[src/rtl/sra_pkg.sv]
// Shared types for the serial register port.
// Assumes: one transaction is in flight at a time.
package sra_pkg;
    typedef enum logic [1:0] {
        ST_IDLE,   // select inactive, or first cycle after it went active
        ST_HDR,    // shifting in the header
        ST_DATA,   // moving data words
        ST_DONE    // fixed length finished; ignore bits until deselect
    } sra_state_e;

    localparam logic [1:0] LEN_STREAM = 2'b11;
endpackage

[src/rtl/sra_sync.sv]
// Brings cs_n, sclk and sdi into the clk domain and flags sclk edges.
// Assumes: sclk is slower than clk / 4 and sdi is stable around sclk rise.
module sra_sync #(
    parameter int STAGES = 2
) (
    input  logic clk,
    input  logic rst_n,
    input  logic cs_n,
    input  logic sclk,
    input  logic sdi,
    output logic cs_act,
    output logic sclk_rise,
    output logic sclk_fall,
    output logic sdi_s
);
    localparam int TOP = STAGES - 1;

    logic [TOP:0] cs_p;
    logic [TOP:0] ck_p;
    logic [TOP:0] di_p;
    logic         ck_prev;

    // Shift each pin through its synchronizer chain.
    always_ff @(posedge clk) begin
        if (!rst_n) begin
            cs_p    <= '1;
            ck_p    <= '0;
            di_p    <= '0;
            ck_prev <= 1'b0;
        end else begin
            cs_p    <= {cs_p[TOP-1:0], cs_n};
            ck_p    <= {ck_p[TOP-1:0], sclk};
            di_p    <= {di_p[TOP-1:0], sdi};
            ck_prev <= ck_p[TOP];
        end
    end

    assign cs_act    = !cs_p[TOP];
    assign sclk_rise = ck_p[TOP] & !ck_prev;
    assign sclk_fall = !ck_p[TOP] & ck_prev;
    assign sdi_s     = di_p[TOP];
endmodule

[src/rtl/sra_regfile.sv]
// Byte register bank. Only the low NUM_REGS addresses have storage.
// Assumes: NUM_REGS is a power of two and at most 2**ADDR_W.
module sra_regfile #(
    parameter int ADDR_W   = 13,
    parameter int DATA_W   = 8,
    parameter int NUM_REGS = 64
) (
    input  logic              clk,
    input  logic              rst_n,
    input  logic [ADDR_W-1:0] addr,
    input  logic              wr_en,
    input  logic [DATA_W-1:0] wr_data,
    output logic [DATA_W-1:0] rd_data,
    output logic              cfg_lsb
);
    localparam int IDX_W = $clog2(NUM_REGS);

    logic [DATA_W-1:0] mem [NUM_REGS];
    logic              hit;
    logic [IDX_W-1:0]  idx;

    assign hit = addr < ADDR_W'(NUM_REGS);
    assign idx = addr[IDX_W-1:0];

    // Clear on reset; store a written byte only for a decoded address.
    always_ff @(posedge clk) begin
        if (!rst_n) begin
            for (int i = 0; i < NUM_REGS; i++) mem[i] <= '0;
        end else if (wr_en && hit) begin
            mem[idx] <= wr_data;
        end
    end

    assign rd_data = hit ? mem[idx] : '0;
    assign cfg_lsb = mem[0][0];

    // the order bit moves only after a write aimed at address zero.
    p_cfg_src_r7: assert property (@(posedge clk) disable iff (!rst_n)
        !$stable(cfg_lsb) |-> $past(wr_en && addr == '0));
endmodule

[src/rtl/sra_engine.sv]
// Header decoder, word counter, address generator and read shifter.
// Assumes: inputs already synchronized; rd_data is valid for addr_q
// in the same cycle.
module sra_engine
    import sra_pkg::*;
#(
    parameter int ADDR_W = 13,
    parameter int DATA_W = 8
) (
    input  logic              clk,
    input  logic              rst_n,
    input  logic              cs_act,
    input  logic              sclk_rise,
    input  logic              sclk_fall,
    input  logic              sdi_s,
    input  logic              cfg_lsb,
    input  logic [DATA_W-1:0] rd_data,
    output logic [ADDR_W-1:0] addr,
    output logic              wr_en,
    output logic [DATA_W-1:0] wr_data,
    output logic              sdo,
    output logic              sdo_en
);
    localparam int HDR_W = ADDR_W + 3;
    localparam int CNT_W = $clog2(HDR_W);
    localparam int BIT_W = $clog2(DATA_W);

    sra_state_e        st;
    logic              lsb_q;
    logic              rw_q;
    logic [1:0]        len_q;
    logic [1:0]        wleft;
    logic [HDR_W-1:0]  shreg;
    logic [HDR_W-1:0]  shift_nxt;
    logic [CNT_W-1:0]  cnt;
    logic [ADDR_W-1:0] addr_q;
    logic [ADDR_W-1:0] addr_step;
    logic [BIT_W-1:0]  bit_idx;
    logic              out_q;
    logic              hdr_last;
    logic              byte_last;
    logic              word_done;

    // Next shift value: MSB-first fills from the bottom, LSB-first from the top.
    always_comb begin
        if (lsb_q) shift_nxt = {sdi_s, shreg[HDR_W-1:1]};
        else       shift_nxt = {shreg[HDR_W-2:0], sdi_s};
    end

    assign hdr_last  = cnt == CNT_W'(HDR_W - 1);
    assign byte_last = cnt == CNT_W'(DATA_W - 1);
    assign word_done = cs_act && st == ST_DATA && sclk_rise && byte_last;
    assign addr_step = lsb_q ? addr_q + 1'b1 : addr_q - 1'b1;
    assign bit_idx   = cnt[BIT_W-1:0];
    assign wr_en     = word_done && !rw_q;
    assign wr_data   = lsb_q ? shift_nxt[HDR_W-1 -: DATA_W] : shift_nxt[DATA_W-1:0];
    assign addr      = addr_q;

    // Transaction sequencer: header capture, word counting, address stepping.
    always_ff @(posedge clk) begin
        if (!rst_n) begin
            st     <= ST_IDLE;
            lsb_q  <= 1'b0;
            rw_q   <= 1'b0;
            len_q  <= '0;
            wleft  <= '0;
            shreg  <= '0;
            cnt    <= '0;
            addr_q <= '0;
        end else if (!cs_act) begin
            st  <= ST_IDLE;
            cnt <= '0;
        end else begin
            case (st)
                ST_IDLE: begin
                    st    <= ST_HDR;
                    lsb_q <= cfg_lsb;
                    cnt   <= '0;
                end
                ST_HDR: if (sclk_rise) begin
                    shreg <= shift_nxt;
                    cnt   <= cnt + 1'b1;
                    if (hdr_last) begin
                        rw_q   <= shift_nxt[HDR_W-1];
                        len_q  <= shift_nxt[HDR_W-2 -: 2];
                        wleft  <= shift_nxt[HDR_W-2 -: 2];
                        addr_q <= shift_nxt[ADDR_W-1:0];
                        cnt    <= '0;
                        st     <= ST_DATA;
                    end
                end
                ST_DATA: if (sclk_rise) begin
                    shreg <= shift_nxt;
                    cnt   <= cnt + 1'b1;
                    if (byte_last) begin
                        cnt    <= '0;
                        addr_q <= addr_step;
                        if (len_q != LEN_STREAM) begin
                            if (wleft == '0) st <= ST_DONE;
                            else             wleft <= wleft - 1'b1;
                        end
                    end
                end
                default: ;
            endcase
        end
    end

    // Present the next read bit after each falling sclk edge.
    always_ff @(posedge clk) begin
        if (!rst_n) begin
            out_q <= 1'b0;
        end else if (sclk_fall && st == ST_DATA && rw_q) begin
            out_q <= lsb_q ? rd_data[bit_idx] : rd_data[BIT_W'(DATA_W - 1) - bit_idx];
        end
    end

    assign sdo    = out_q;
    assign sdo_en = cs_act && st == ST_DATA && rw_q;

    // the finished state is reachable only for fixed-length codes.
    p_fixed_done_r2: assert property (@(posedge clk) disable iff (!rst_n)
        st == ST_DONE |-> len_q != LEN_STREAM);
    // losing the select always returns the sequencer to idle.
    p_abort_idle_r6: assert property (@(posedge clk) disable iff (!rst_n)
        !cs_act |=> st == ST_IDLE);
    // after a word the address moves one step in the latched direction.
    p_step_dir_r4: assert property (@(posedge clk) disable iff (!rst_n)
        (word_done && lsb_q) |=> addr_q == $past(addr_q) + 1'b1);
    // the output bit never changes except after a falling sclk edge.
    p_sdo_edge_r9: assert property (@(posedge clk) disable iff (!rst_n)
        !$stable(out_q) |-> $past(sclk_fall));
endmodule

[src/rtl/sra_port.sv]
// Top of the serial register port: synchronizer, engine and register bank.
// Assumes: an external pad joins sdi/sdo/sdo_en into one pin.
module sra_port #(
    parameter int ADDR_W      = 13,
    parameter int DATA_W      = 8,
    parameter int NUM_REGS    = 64,
    parameter int SYNC_STAGES = 2
) (
    input  logic clk,
    input  logic rst_n,
    input  logic cs_n,
    input  logic sclk,
    input  logic sdi,
    output logic sdo,
    output logic sdo_en
);
    logic              cs_act;
    logic              sclk_rise;
    logic              sclk_fall;
    logic              sdi_s;
    logic              cfg_lsb;
    logic              wr_en;
    logic [ADDR_W-1:0] addr;
    logic [DATA_W-1:0] wr_data;
    logic [DATA_W-1:0] rd_data;

    sra_sync #(.STAGES(SYNC_STAGES)) u_sync (
        .clk       (clk),
        .rst_n     (rst_n),
        .cs_n      (cs_n),
        .sclk      (sclk),
        .sdi       (sdi),
        .cs_act    (cs_act),
        .sclk_rise (sclk_rise),
        .sclk_fall (sclk_fall),
        .sdi_s     (sdi_s)
    );

    sra_engine #(.ADDR_W(ADDR_W), .DATA_W(DATA_W)) u_engine (
        .clk       (clk),
        .rst_n     (rst_n),
        .cs_act    (cs_act),
        .sclk_rise (sclk_rise),
        .sclk_fall (sclk_fall),
        .sdi_s     (sdi_s),
        .cfg_lsb   (cfg_lsb),
        .rd_data   (rd_data),
        .addr      (addr),
        .wr_en     (wr_en),
        .wr_data   (wr_data),
        .sdo       (sdo),
        .sdo_en    (sdo_en)
    );

    sra_regfile #(.ADDR_W(ADDR_W), .DATA_W(DATA_W), .NUM_REGS(NUM_REGS)) u_regs (
        .clk     (clk),
        .rst_n   (rst_n),
        .addr    (addr),
        .wr_en   (wr_en),
        .wr_data (wr_data),
        .rd_data (rd_data),
        .cfg_lsb (cfg_lsb)
    );
endmodule

[config.mk]
export PLATFORM = sky130hd
export DESIGN_NAME = sra_port
export DESIGN_NICKNAME = d
export VERILOG_FILES = /design/src/rtl/sra_pkg.sv /design/src/rtl/sra_sync.sv /design/src/rtl/sra_regfile.sv /design/src/rtl/sra_engine.sv /design/src/rtl/sra_port.sv
export SDC_FILE = /design/constraint.sdc
export NUM_CORES = 1
export LEC_CHECK = 0
export BUFFER_PORTS_ARGS = -buffer_cell sky130_fd_sc_hd__buf_2
export CAP_MARGIN = 20
export CELL_PAD_IN_SITES_DETAIL_PLACEMENT = 1
export CELL_PAD_IN_SITES_GLOBAL_PLACEMENT = 1
export CORE_MARGIN = 3
export CORE_UTILIZATION = 40
export DETAILED_ROUTE_END_ITERATION = 8
export HOLD_SLACK_MARGIN = 0.03
export PLACE_DENSITY = 0.72
export SLEW_MARGIN = 20
export SYNTH_ARGS = -nofsm -noshare
export SYNTH_HDL_FRONTEND = slang
export SYNTH_SLANG_ARGS = --single-unit
[constraint.sdc]
create_clock -name clk -period 3.8 [get_ports clk]
set_input_delay 0.76 -clock clk [delete_from_list [all_inputs] [get_ports clk]]
set_output_delay 0.76 -clock clk [all_outputs]
set_load 0.01 [all_outputs]
==> flow_summary.yaml <==
yosys:
  synth_edf_count: 512
  ys_seq_elements: 567
  yosysTopAreaCell: "edfxtp_1"
  synth_area_leaders: "edfxtp_1 (60%), mux4_2 (8.3%), nor2_1 (8.0%)"
  synthesis.nets: 2011
  syn_inst: 1987
  synth_top_area_share_pct: 59.77
  synth-xor-area-share_pct: 0.3064
  ys_warn_count: 0
  synth_mux_area_share_pct: 12.67
  syn_area_per_cell_sq_um: 12.95
  ys_seq_area_share_pct: 64.05
  synth_ff_type: "edfxtp_1"
  ys_types: 67
  async_flop_share_pct: 0
  synth-compound-area-share_pct: 5.297
  synthesis.area_sq_mm: 0.02572
  synth_top_family_by_area: "simple AND/OR/NAND/NOR gates"
  synth-simple-area-share_pct: 13.90
  synth_fa_ha_area_share_pct: 0.9533
sta:
  hold_ws_ns: 0.3205
  worstMarginPinSlew_ns: 1.178
  fin_crit_ns: 3.364
  rsz0062_at_grt: "no"
  finalSetupTns_ns: 0
  max_freq_mhz: 297.3
  hold_viol_final: 0
  slew_viol_final: 0
  slew_headroom_pct: 21.47
  skew_ns: 0.02327
  setup_violations: 0
  finalCritPeriodShare_pct: 88.52
routing:
  ant_nets: 0
  wl_per_cell_microns: 27.99
  drt-pass1-iter-count: 5
  drtIter0Drc: 1878
  viasPerCell: 5.938
  drt-total-wl_mm: 80.56
  vias: 17090
  drt_drc_violations_left: 0
global_route:
  grt_pass1_vias: 17550
  grtUsageTotal_pct: 23.92
  antenna_found_initial: 1
  overflow: 0
  grt_pass1_wl_mm: 118.5
  grt_max_degree: 79
worst_setup_path:
  cp_max_fo: 24
  crit_type: "register to register"
  start_kind: "register"
  arrival_ns: 3.87
  critical_path_required_ns: 4.31
  cp-end-kind: "register"
floorplan:
  io_pins: 7
  fp.coreArea_sq_mm: 0.06331
  initial_core_util_pct: 40.63
  num_rows: 92
  die_h_microns: 259.6
  dieWidth_microns: 259.6
  dieArea_sq_mm: 0.06739
final_layout:
  area_growth_pct: 11.67
  layout_common_cells: "nor2_1 (548), edfxtp_1 (512), nand2_1 (179)"
  final_cells: 2878
  post_route_cells_drive_above_1_share_pct: 14.42
  antennaDiodeCount: 0
  nets: 2007
  final_common_cell: "nor2_1"
power:
  powerDensity_mw_per_mm2: 465.0
  peakVddDrop_uv: 307.2
  p_leak_nw: 9.415
  p_total_mw: 13.36
cts:
  path_clk_slew_ns: 0.07
  cts_htree_levels: 2
  post_cts_resized: 0
  postCtsSetupBuffers: 0
  clock-sinks: 567
  cts_buffers: 58
  cts-root-buf: "clkbuf_16"
  clk_latency_ns: 0.63
  cts_tree: "yes"
  holdBufCountCts: 0
  cts_buffer_depth: 3
place:
  dp_cells: 2769
  routabilityCongestion: 0.8804
  port_buffers: 6
  dp_hpwl_mm: 51.39
worst_hold_path:
  hold_class: "primary input to register"
run_status:
  status: "complete, no violations"
flow_run:
  drv_cap: 0
==> stage by stage <==
step	util (%)	cell area [sq um]	worst slack (ns)
floorplan	-	25720	1.073
global placement	42.31	26790	0.4834
detailed placement	42.32	26790	0.3670
global route	45.37	28730	0.2657
CTS	45.37	28720	0.4417
finish	45.37	28730	0.4362
==> cell usage after synthesis, drive strengths merged, types with 16 or more instances <==
library cell and count:
nand2 179, nor3 16, buf 51, clkbuf 82, a21oi 47, nand3 33
mux2i 69, nor2 549, edfxtp 512, o211a 22, ha 18, o21ai 18
dfxtp 55, a22oi 28, nor2b 29, mux4 107
==> critical path, cell delays in order (launching register included) <==
cell and delay [ns]:
dfxtp_4 0.67, buf_4 0.31, mux4_2 0.59, a2111oi_0 0.79, a21oi_1 0.23, a22oi_1 0.23
o211ai_1 0.12, a31oi_1 0.18, o21ai_1 0.08
==> state kept, by name, indices dropped and copies added, names as in the netlist, 4 cells and up, named ones only <==
signal and cells:
u_engine.shreg 16, u_engine.addr 13, u_engine.cnt 4, u_regs.mem 512
==> report_power, final <==
part	total [mW]	leakage [nW]	switching, mW	internal (mW)
clock	5.89	0.946	2.51	3.38
combinational	0.368	2.90	0.257	0.111
sequential	7.10	5.57	0.103	7.00
total	13.4	9.42	2.87	10.5
==> final timing paths <==
kind                                      from             end  slack (ns)  cells past startpoint
worst max-delay path                  register    u_engine.sdo        0.44                      8
worst min-delay path                      cs_n  u_sync.cs_p[0]        0.32                      2
worst max register to register        register    u_engine.sdo        0.44                      8
worst min register to register  u_sync.cs_p[0]  u_sync.cs_p[1]        0.42                      1
==> area by class of cell <==
type | count | area, sq um
Fill cell | 6471 | 34580
Sequential cell | 567 | 16490
Multi-Input combinational cell | 1271 | 8633
Clock buffer | 65 | 1499
Tap cell | 846 | 1059
Timing Repair Buffer | 69 | 555.5
Clock inverter | 44 | 431.7
Inverter | 16 | 60.06
==> cells by family after synthesis <==
logic type               Yosys count
AND/OR/NAND/NOR                  867
flip-flops                       567
AO/OA/AOI/OAI                    190
multiplexers                     186
buffers and inverters            149
adder cells (fa/ha/maj)           19
XOR/XNOR                           9
==> routing by layer <==
metal	vias to the layer above	share of wire (%)	GRT usage [%]
met5	-	0.012	0
met4	2	2.9	6.945
met3	138	8.1	4.606
met2	733	48	39.13
met1	8930	41	32.62
li1	7286	-	-
No activity file was read; power rests on OpenSTA's default activity.
